## config.mk

```make
export PLATFORM = sky130hd
export DESIGN_NAME = cascade_timer_pair
export DESIGN_NICKNAME = d
export VERILOG_FILES = /design/src/rtl/timer_pair_pkg.sv /design/src/rtl/tp_tick_sel.sv /design/src/rtl/tp_count_cell.sv /design/src/rtl/tp_irq_flags.sv /design/src/rtl/cascade_timer_pair.sv
export SDC_FILE = /design/constraint.sdc
export NUM_CORES = 1
export LEC_CHECK = 0
export ABC_AREA = 0
export BUFFER_PORTS_ARGS = -buffer_cell sky130_fd_sc_hd__buf_2
export CAP_MARGIN = 25
export CORE_AREA = 2 2 127 129
export DETAILED_ROUTE_END_ITERATION = 16
export DIE_AREA = 0 0 129 131
export PLACE_DENSITY = 0.68
export SYNTH_ARGS = -nofsm -noshare
export SYNTH_HDL_FRONTEND = slang
export SYNTH_SLANG_ARGS = --single-unit
```

## constraint.sdc

```tcl
create_clock -name clk -period 3.5 [get_ports clk]
set_input_delay 0.175 -clock clk [delete_from_list [all_inputs] [get_ports clk]]
set_output_delay 0.175 -clock clk [all_outputs]
set_load 0.02 [all_outputs]
```

## src/rtl/timer_pair_pkg.sv

```systemverilog
package timer_pair_pkg;
  localparam int REG_AW = 4;

  localparam logic [REG_AW-1:0] A_LO_CTRL = 4'd0;
  localparam logic [REG_AW-1:0] A_LO_SEL  = 4'd1;
  localparam logic [REG_AW-1:0] A_LO_LOAD = 4'd2;
  localparam logic [REG_AW-1:0] A_LO_OBS  = 4'd3;
  localparam logic [REG_AW-1:0] A_HI_CTRL = 4'd4;
  localparam logic [REG_AW-1:0] A_HI_SEL  = 4'd5;
  localparam logic [REG_AW-1:0] A_HI_LOAD = 4'd6;
  localparam logic [REG_AW-1:0] A_HI_OBS  = 4'd7;
  localparam logic [REG_AW-1:0] A_STATUS  = 4'd8;

  localparam int CB_RUN     = 0;
  localparam int CB_RESTART = 1;
  localparam int CB_IE      = 2;
  localparam int CB_JOIN    = 3;

  localparam int HALF_LO = 0;
  localparam int HALF_HI = 1;
  localparam int NHALF   = 2;
endpackage

```

## src/rtl/tp_tick_sel.sv

```systemverilog
module tp_tick_sel #(
  parameter int NSRC = 4,
  localparam int SELW = $clog2(NSRC)
) (
  input  logic [NSRC-1:0] tick_i,
  input  logic [SELW-1:0] sel_i,
  output logic            tick_o
);
  always_comb begin
    tick_o = 1'b0;
    for (int i = 0; i < NSRC; i++) begin
      if (sel_i == SELW'(i)) tick_o = tick_i[i];
    end
  end
endmodule

```

## src/rtl/tp_count_cell.sv

```systemverilog
module tp_count_cell #(
  parameter int W = 24
) (
  input  logic         clk,
  input  logic         rst_n,
  input  logic         restart_i,
  input  logic         adv_i,
  input  logic         chain_i,
  input  logic [W-1:0] load_i,
  output logic [W-1:0] cnt_o,
  output logic         expire_o
);
  logic [W-1:0] cnt_q, cnt_d;
  logic         exp_c;

  always_comb begin
    cnt_d = cnt_q;
    exp_c = 1'b0;
    if (restart_i) begin
      cnt_d = load_i;
    end else if (adv_i) begin
      if (chain_i) begin
        if (cnt_q == '0) begin
          cnt_d = load_i;
          exp_c = 1'b1;
        end else begin
          cnt_d = cnt_q - W'(1);
        end
      end else begin
        if (cnt_q <= W'(1)) begin
          cnt_d = load_i;
          exp_c = 1'b1;
        end else begin
          cnt_d = cnt_q - W'(1);
        end
      end
    end
  end

  always_ff @(posedge clk or negedge rst_n) begin
    if (!rst_n) cnt_q <= '0;
    else        cnt_q <= cnt_d;
  end

  assign cnt_o    = cnt_q;
  assign expire_o = exp_c;


  reload_chk: assert property (@(posedge clk) disable iff (!rst_n)
    restart_i |=> cnt_q == $past(load_i));


  step_chk: assert property (@(posedge clk) disable iff (!rst_n)
    (adv_i && !restart_i && !chain_i && cnt_q > W'(1)) |=> cnt_q == $past(cnt_q) - W'(1));


  idle_chk: assert property (@(posedge clk) disable iff (!rst_n)
    (!adv_i && !restart_i) |=> $stable(cnt_q));
endmodule

```

## src/rtl/tp_irq_flags.sv

```systemverilog
module tp_irq_flags #(
  parameter int N = 2
) (
  input  logic         clk,
  input  logic         rst_n,
  input  logic [N-1:0] set_i,
  input  logic [N-1:0] clr_i,
  output logic [N-1:0] flags_o
);
  logic [N-1:0] flags_q, flags_d;

  always_comb flags_d = (flags_q & ~clr_i) | set_i;

  always_ff @(posedge clk or negedge rst_n) begin
    if (!rst_n) flags_q <= '0;
    else        flags_q <= flags_d;
  end

  assign flags_o = flags_q;

  for (genvar g = 0; g < N; g++) begin : g_chk

    w1c_chk: assert property (@(posedge clk) disable iff (!rst_n)
      (clr_i[g] && !set_i[g]) |=> !flags_q[g]);

    set_wins_chk: assert property (@(posedge clk) disable iff (!rst_n)
      set_i[g] |=> flags_q[g]);
  end
endmodule

```

## src/rtl/cascade_timer_pair.sv

```systemverilog
module cascade_timer_pair
  import timer_pair_pkg::*;
#(
  parameter int LO_W = 24,
  parameter int HI_W = 32,
  parameter int NSRC = 4,
  parameter int DW   = 32,
  localparam int SELW = $clog2(NSRC)
) (
  input  logic            clk,
  input  logic            rst_n,
  input  logic [NSRC-1:0] tick_i,
  input  logic            wr_en_i,
  input  logic [REG_AW-1:0] wr_addr_i,
  input  logic [DW-1:0]   wr_data_i,
  input  logic [REG_AW-1:0] rd_addr_i,
  output logic [DW-1:0]   rd_data_o,
  output logic            irq_lo_o,
  output logic            irq_hi_o
);
  // configuration state
  logic            run_q   [NHALF];
  logic            run_d   [NHALF];
  logic            ie_q    [NHALF];
  logic            ie_d    [NHALF];
  logic [SELW-1:0] sel_q   [NHALF];
  logic [SELW-1:0] sel_d   [NHALF];
  logic            join_q, join_d;
  logic [LO_W-1:0] lo_load_q, lo_load_d;
  logic [HI_W-1:0] hi_load_q, hi_load_d;

  // write decode
  logic wr_lo_ctrl, wr_hi_ctrl, wr_lo_sel, wr_hi_sel;
  logic wr_lo_load, wr_hi_load, wr_stat;

  always_comb begin
    wr_lo_ctrl = wr_en_i && (wr_addr_i == A_LO_CTRL);
    wr_hi_ctrl = wr_en_i && (wr_addr_i == A_HI_CTRL);
    wr_lo_sel  = wr_en_i && (wr_addr_i == A_LO_SEL);
    wr_hi_sel  = wr_en_i && (wr_addr_i == A_HI_SEL);
    wr_lo_load = wr_en_i && (wr_addr_i == A_LO_LOAD);
    wr_hi_load = wr_en_i && (wr_addr_i == A_HI_LOAD);
    wr_stat    = wr_en_i && (wr_addr_i == A_STATUS);
  end

  // next-state for configuration
  always_comb begin
    for (int h = 0; h < NHALF; h++) begin
      run_d[h] = run_q[h];
      ie_d[h]  = ie_q[h];
      sel_d[h] = sel_q[h];
    end
    join_d    = join_q;
    lo_load_d = lo_load_q;
    hi_load_d = hi_load_q;
    if (wr_lo_ctrl) begin
      run_d[HALF_LO] = wr_data_i[CB_RUN];
      ie_d[HALF_LO]  = wr_data_i[CB_IE];
      join_d         = wr_data_i[CB_JOIN];
    end
    if (wr_hi_ctrl) begin
      run_d[HALF_HI] = wr_data_i[CB_RUN];
      ie_d[HALF_HI]  = wr_data_i[CB_IE];
    end
    if (wr_lo_sel)  sel_d[HALF_LO] = wr_data_i[SELW-1:0];
    if (wr_hi_sel)  sel_d[HALF_HI] = wr_data_i[SELW-1:0];
    if (wr_lo_load) lo_load_d = wr_data_i[LO_W-1:0];
    if (wr_hi_load) hi_load_d = wr_data_i[HI_W-1:0];
  end

  always_ff @(posedge clk or negedge rst_n) begin
    if (!rst_n) begin
      for (int h = 0; h < NHALF; h++) begin
        run_q[h] <= 1'b0;
        ie_q[h]  <= 1'b0;
        sel_q[h] <= '0;
      end
      join_q    <= 1'b0;
      lo_load_q <= '0;
      hi_load_q <= '0;
    end else begin
      for (int h = 0; h < NHALF; h++) begin
        run_q[h] <= run_d[h];
        ie_q[h]  <= ie_d[h];
        sel_q[h] <= sel_d[h];
      end
      join_q    <= join_d;
      lo_load_q <= lo_load_d;
      hi_load_q <= hi_load_d;
    end
  end

  // timebase selection per half
  logic [NHALF-1:0] half_tick;

  for (genvar g = 0; g < NHALF; g++) begin : g_tsel
    tp_tick_sel #(.NSRC(NSRC)) u_tsel (
      .tick_i (tick_i),
      .sel_i  (sel_q[g]),
      .tick_o (half_tick[g])
    );
  end

  // counting halves
  logic            restart_lo, restart_hi;
  logic            adv_lo, adv_hi;
  logic            exp_lo, exp_hi;
  logic [LO_W-1:0] lo_cnt;
  logic [HI_W-1:0] hi_cnt;

  always_comb begin
    restart_lo = wr_lo_ctrl && wr_data_i[CB_RESTART];
    restart_hi = (wr_hi_ctrl && wr_data_i[CB_RESTART]) ||
                 (restart_lo && wr_data_i[CB_JOIN]);
    adv_lo     = run_q[HALF_LO] && half_tick[HALF_LO];
    adv_hi     = join_q ? (run_q[HALF_HI] && exp_lo)
                        : (run_q[HALF_HI] && half_tick[HALF_HI]);
  end

  tp_count_cell #(.W(LO_W)) u_lo (
    .clk       (clk),
    .rst_n     (rst_n),
    .restart_i (restart_lo),
    .adv_i     (adv_lo),
    .chain_i   (1'b0),
    .load_i    (lo_load_q),
    .cnt_o     (lo_cnt),
    .expire_o  (exp_lo)
  );

  tp_count_cell #(.W(HI_W)) u_hi (
    .clk       (clk),
    .rst_n     (rst_n),
    .restart_i (restart_hi),
    .adv_i     (adv_hi),
    .chain_i   (join_q),
    .load_i    (hi_load_q),
    .cnt_o     (hi_cnt),
    .expire_o  (exp_hi)
  );

  // interrupt status
  logic [NHALF-1:0] flag_set, flag_clr, flags;

  always_comb begin
    flag_set[HALF_LO] = exp_lo && ie_q[HALF_LO];
    flag_set[HALF_HI] = exp_hi && ie_q[HALF_HI];
    flag_clr          = wr_stat ? wr_data_i[NHALF-1:0] : '0;
  end

  tp_irq_flags #(.N(NHALF)) u_flags (
    .clk     (clk),
    .rst_n   (rst_n),
    .set_i   (flag_set),
    .clr_i   (flag_clr),
    .flags_o (flags)
  );

  assign irq_lo_o = flags[HALF_LO];
  assign irq_hi_o = flags[HALF_HI];

  // read path
  logic [HI_W-1:0] hi_obs;

  always_comb begin
    hi_obs    = join_q ? ~hi_cnt : hi_cnt;
    rd_data_o = '0;
    case (rd_addr_i)
      A_LO_CTRL: begin
        rd_data_o[CB_RUN]  = run_q[HALF_LO];
        rd_data_o[CB_IE]   = ie_q[HALF_LO];
        rd_data_o[CB_JOIN] = join_q;
      end
      A_HI_CTRL: begin
        rd_data_o[CB_RUN]  = run_q[HALF_HI];
        rd_data_o[CB_IE]   = ie_q[HALF_HI];
      end
      A_LO_SEL:  rd_data_o = DW'(sel_q[HALF_LO]);
      A_HI_SEL:  rd_data_o = DW'(sel_q[HALF_HI]);
      A_LO_LOAD: rd_data_o = DW'(lo_load_q);
      A_HI_LOAD: rd_data_o = DW'(hi_load_q);
      A_LO_OBS:  rd_data_o = DW'(lo_cnt);
      A_HI_OBS:  rd_data_o = DW'(hi_obs);
      A_STATUS:  rd_data_o = DW'(flags);
      default:   rd_data_o = '0;
    endcase
  end


  hi_hold_chk: assert property (@(posedge clk) disable iff (!rst_n)
    (join_q && !exp_lo && !restart_hi) |=> $stable(hi_cnt));


  irq_lo_chk: assert property (@(posedge clk) disable iff (!rst_n)
    (exp_lo && ie_q[HALF_LO]) |=> irq_lo_o);


  wrap_chk: assert property (@(posedge clk) disable iff (!rst_n)
    (join_q && exp_lo && run_q[HALF_HI] && !restart_hi && hi_cnt == '0)
      |=> hi_cnt == $past(hi_load_q));


  restart_quiet_chk: assert property (@(posedge clk) disable iff (!rst_n)
    restart_lo |-> !exp_lo);
endmodule

```

==> run summary <==
Across the routed clock network, the largest skew measured is 0.01048 ns. The proportion of layout cells with a drive suffix above 1 came out at about a quarter. The clock latency on the worst-skew pair is roughly 0.42 ns. The worst setup path is captured at a flip-flop. The growth of design area from synthesis to finish is 17.70%. The critical path arrival came out at ~3.3 ns. In this run the clock root is driven by a sky130_fd_sc_hd__clkbuf_16. The netlist uses 65 different library cells.

The launching element of the worst setup path is u_lo.cnt_o[0]$_DFFE_PN0P_. The largest total area in the synthesized netlist belongs to sky130_fd_sc_hd__dfrtp_1. The max-cap violation count is 0.

The worst setup path is launched from a flip-flop. The static leakage is ~3.6 nW. The routed wire length came out at 21.49 mm.

Detailed placement finished with a half-perimeter wire length of 15.00 mm. The max-slew violation count was 0. The antenna cell count came out at 0. The number of gates resized after CTS was 0. The number of rows in the core area came out at 46. The area share of the leading cell type in the synthesized netlist is about two fifths. The clock transition time at the flip-flop clock pins of the worst setup and hold paths came out at 0.06 ns. The post-synthesis sequential area ratio came out at 41.20%.

The cell area after technology mapping is between 7000 and 8000 um2. After detailed routing, the number of remaining DRC violations is 0. The number of antenna violations at the first check in global routing is 0. The die boundary height is 131 um. The die is 129 um wide. The met2 global-route usage came out at 42.17%. The clock sink count is 123. The net count of the finished layout is 951. The maximum buffer depth of the clock tree is 2. The worst IR drop on VDD came out at approximately 0.39 mV. Yosys printed 0 warnings. The met3 usage came out at around 5.1%. Walking the worst path, the cells encountered are inv_1 -> ha_1 -> nor2_1 -> nor4_1 -> nand2_1 -> o41a_1 -> buf_4 -> a211oi_1 -> a21oi_1. The detail route stage leaves a number of antenna-violating nets equal to 0. The global routing met1 resource utilization came out at 37.49%.

The iteration-0 DRC count of the detailed router is 625. The floorplan step defined a die boundary enclosing 16900 um2. The number of nets in the synthesized netlist is 874.

For this run, the leading register cell type out of synthesis is sky130_fd_sc_hd__dfrtp_1. By count the netlist is led by sky130_fd_sc_hd__dfrtp_1 (123), sky130_fd_sc_hd__o21ai_0 (86), sky130_fd_sc_hd__nand2_1 (69). The total power divided by cell area is 627.6 nW/um2. In the final routed layout, each cell accounts on average for 19.05 um.

The count of placed standard cells in the final layout, fillers left out is 1128. The final-report hold violation count is 0. The flow ran to the end, and the final reports show no timing, DRC or antenna violations. Summed over all layers, the global routing overflow is 0. The initial standard-cell utilization of the core came out at 47.90%.

The H-tree depth reported by CTS came out at 4. The startpoint of the lowest-slack register-to-register path is u_lo.cnt_o[0]$_DFFE_PN0P_. The total vias in the final route came out at between 6k and 7k. The area of all placed cells without fillers is roughly 9000 um2. Entering global routing, the biggest net connects 63 pins. After clock tree synthesis, the setup repair step added 0 buffers. Among all stages on the critical path, the largest delay is contributed by sky130_fd_sc_hd__o41a_1. After synthesis the netlist holds a flip-flop and latch count of ~120.

The tightest min-delay check is of the in2reg type. The final setup violation count is 0. The worst slew margin relative to its limit came out at a little under two fifths. After detailed placement, the design holds a cell count of 1081.

The worst path needs 2.996 ns of the cycle, external delays included. The first-pass GRT wire length is 34.64 mm. TritonCTS built the clock tree.

During placement, the flow inserted port buffers numbering 80. In this run the worst path has a maximum fanout of 20. Of all flip-flops after synthesis, the portion carrying an async set or reset was 100.0%. In the finished design, the share of the clock period the worst path needs comes to 85.61%.

The placer's final routability congestion estimate is 0.8850. For the pin with the worst max-slew slack, the measured transition is 0.9430 ns. The top-level port count came out at 81. The layer flagged by global routing as most heavily used is met2. Dividing the detail-routed via count by the number of cells gives 6.010. For the final routed database, the setup TNS stands at 0 ns.

The mean instance size in the synthesized netlist is 9.078 um2. Synthesis produced ~800 cells. Sorting the synthesized cells by area gives the leading types as sky130_fd_sc_hd__dfrtp_1 (41%), sky130_fd_sc_hd__mux2_2 (9.9%), sky130_fd_sc_hd__o21ai_0 (5.8%). The via count of the first global-routing pass is 6463. The highest clock frequency the design can meet is 333.7 MHz. In the global route stage, overall resource usage came out at 26.49%. Before antenna repair, the detailed router went through 6 iterations. The worst hold path begins at wr_data_i[6]. The data required time of the worst path came out at 3.79 ns. Setup repair after global routing left no endpoint under its margin. In this run the standard cell core region covers 15600 um2.

The worst setup path is of the reg2reg kind. Overall power consumption after layout is estimated at 0.005519 W. The post-detailed-placement cell area came out at 8104 um2.

The number of buffers created by CTS is 17. The delay of the slowest critical-path stage is 0.76 ns. In this run, synthesis inferred 0 flip-flops with an integrated enable. The cell with the most instances after synthesis is sky130_fd_sc_hd__dfrtp_1.
## worst paths after layout
kind / endpoint / slack, ns / cells after the start
max: u_hi.cnt_o[1]$_DFFE_PN0P_ / 0.50 / 9
min: lo_load_q[6]$_DFFE_PN0P_ / 0.02 / 2
max reg2reg: u_hi.cnt_o[1]$_DFFE_PN0P_ / 0.50 / 9
min reg2reg: lo_load_q[18]$_DFFE_PN0P_ / 0.53 / 1
max in group asynchronous: u_lo.cnt_o[18]$_DFFE_PN0P_ / 2.24 / 3
min in group asynchronous: u_lo.cnt_o[3]$_DFFE_PN0P_ / 0.39 / 2
## cell families (layout without fill, tap and decap cells)
group / count (synthesis) / after routing / synth area share [%]
flops: 123 / 123 / 41.20
mux: 73 / 73 / 11.05
buf+inv: 75 / 164 / 4.455
compound gates: 257 / 257 / 21.44
fa+ha+maj: 4 / 4 / 0.6699
xor+xnor: 32 / 32 / 3.751
simple gates: 259 / 259 / 17.43
## power breakdown
part	internal [W]	switching [W]	leakage (nW)
clock network	0.000982	0.000644	0.259
registers	0.00179	0.000541	1.51
logic	0.000733	0.000834	1.85
## metal layers
layer  vias to the layer above  part of all wire [%]
li1                       3217                     -
met1                      3306                    46
met2                       237                    47
met3                        19                   5.7
met4                         0                  0.99
met5                         -                     0
## layout make-up
type	count	area, um2
inverter	12	45.04
tap	216	270.3
timing repair buffer	121	775.7
sequential	123	3079
fill	1423	6804
multi-input combinational	625	4094
clock inverter	9	75.07
clock buffer	22	454.2
## cells in the final DEF, fill, tap and decap left out, types with 4 or more instances in the layout
| cell type | netlist | layout |
|---|---|---|
| sky130_fd_sc_hd__dfrtp_1 | 123 | 122 |
| sky130_fd_sc_hd__o21ai_0 | 86 | 86 |
| sky130_fd_sc_hd__buf_2 | 5 | 79 |
| sky130_fd_sc_hd__nand2_1 | 69 | 69 |
| sky130_fd_sc_hd__a21oi_1 | 67 | 67 |
| sky130_fd_sc_hd__mux2_2 | 66 | 66 |
| sky130_fd_sc_hd__nor2_1 | 51 | 50 |
| sky130_fd_sc_hd__nor3_1 | 41 | 39 |
| sky130_fd_sc_hd__xnor2_1 | 32 | 32 |
| sky130_fd_sc_hd__buf_4 | 2 | 24 |
| sky130_fd_sc_hd__nand3_1 | 20 | 20 |
| sky130_fd_sc_hd__a221o_1 | 20 | 20 |
| sky130_fd_sc_hd__nor4_1 | 19 | 19 |
| sky130_fd_sc_hd__clkbuf_16 | 0 | 17 |
| sky130_fd_sc_hd__dlygate4sd3_1 | 0 | 16 |
| sky130_fd_sc_hd__o21ai_1 | 15 | 15 |
| sky130_fd_sc_hd__inv_1 | 12 | 12 |
| sky130_fd_sc_hd__nand4_1 | 9 | 9 |
| sky130_fd_sc_hd__or3_1 | 9 | 9 |
| sky130_fd_sc_hd__a31oi_1 | 8 | 8 |
| sky130_fd_sc_hd__o2bb2ai_1 | 8 | 8 |
| sky130_fd_sc_hd__nand2b_1 | 6 | 6 |
| sky130_fd_sc_hd__mux2i_1 | 6 | 6 |
| sky130_fd_sc_hd__clkinv_2 | 0 | 6 |
| sky130_fd_sc_hd__or4_1 | 5 | 5 |
| sky130_fd_sc_hd__o21a_1 | 5 | 5 |
| sky130_fd_sc_hd__o22ai_1 | 4 | 4 |
| sky130_fd_sc_hd__nor3b_1 | 5 | 4 |
| sky130_fd_sc_hd__o211ai_1 | 4 | 4 |
| sky130_fd_sc_hd__a22oi_1 | 4 | 4 |
| sky130_fd_sc_hd__or4_4 | 4 | 4 |
| sky130_fd_sc_hd__ha_1 | 4 | 4 |
| sky130_fd_sc_hd__clkbuf_1 | 47 | 4 |
## metrics by stage
| step | hold slack [ns] | util [%] | worst slack (ns) |
|---|---|---|---|
| finish | 0.01561 | 56.38 | 0.5037 |
| floorplan | -0.1206 | - | 0.9813 |
| global placement | 0.3108 | 51.96 | 0.5106 |
| detailed placement | 0.3110 | 51.96 | 0.5069 |
| CTS | 0.0002989 | 56.31 | 0.4755 |
| global route | 0.001763 | 56.38 | 0.2324 |
## critical path, delay by kind of cell, from the launching register on
family	cells	cell delay (ns)
flip-flops	1	0.42
AO/OA/AOI/OAI	3	1.00
adder cells (fa/ha/maj)	1	0.23
buffers and inverters	2	0.42
AND/OR/NAND/NOR	3	0.79
## registers in the layout, summed over array words and instances, names as in the netlist
name             cells
hi_load_q           32
u_hi.cnt_o          32
lo_load_q           24
u_lo.cnt_o          24
sel_q                4
ie_q                 2
run_q                2
u_flags.flags_o      2
join_q               1
## repair_timing
item,in CTS,in global routing
endpoints found under the setup margin,0,0
hold buffers,15,1
hold endpoints to repair,78,1
Power figures use the tool's default switching activity.
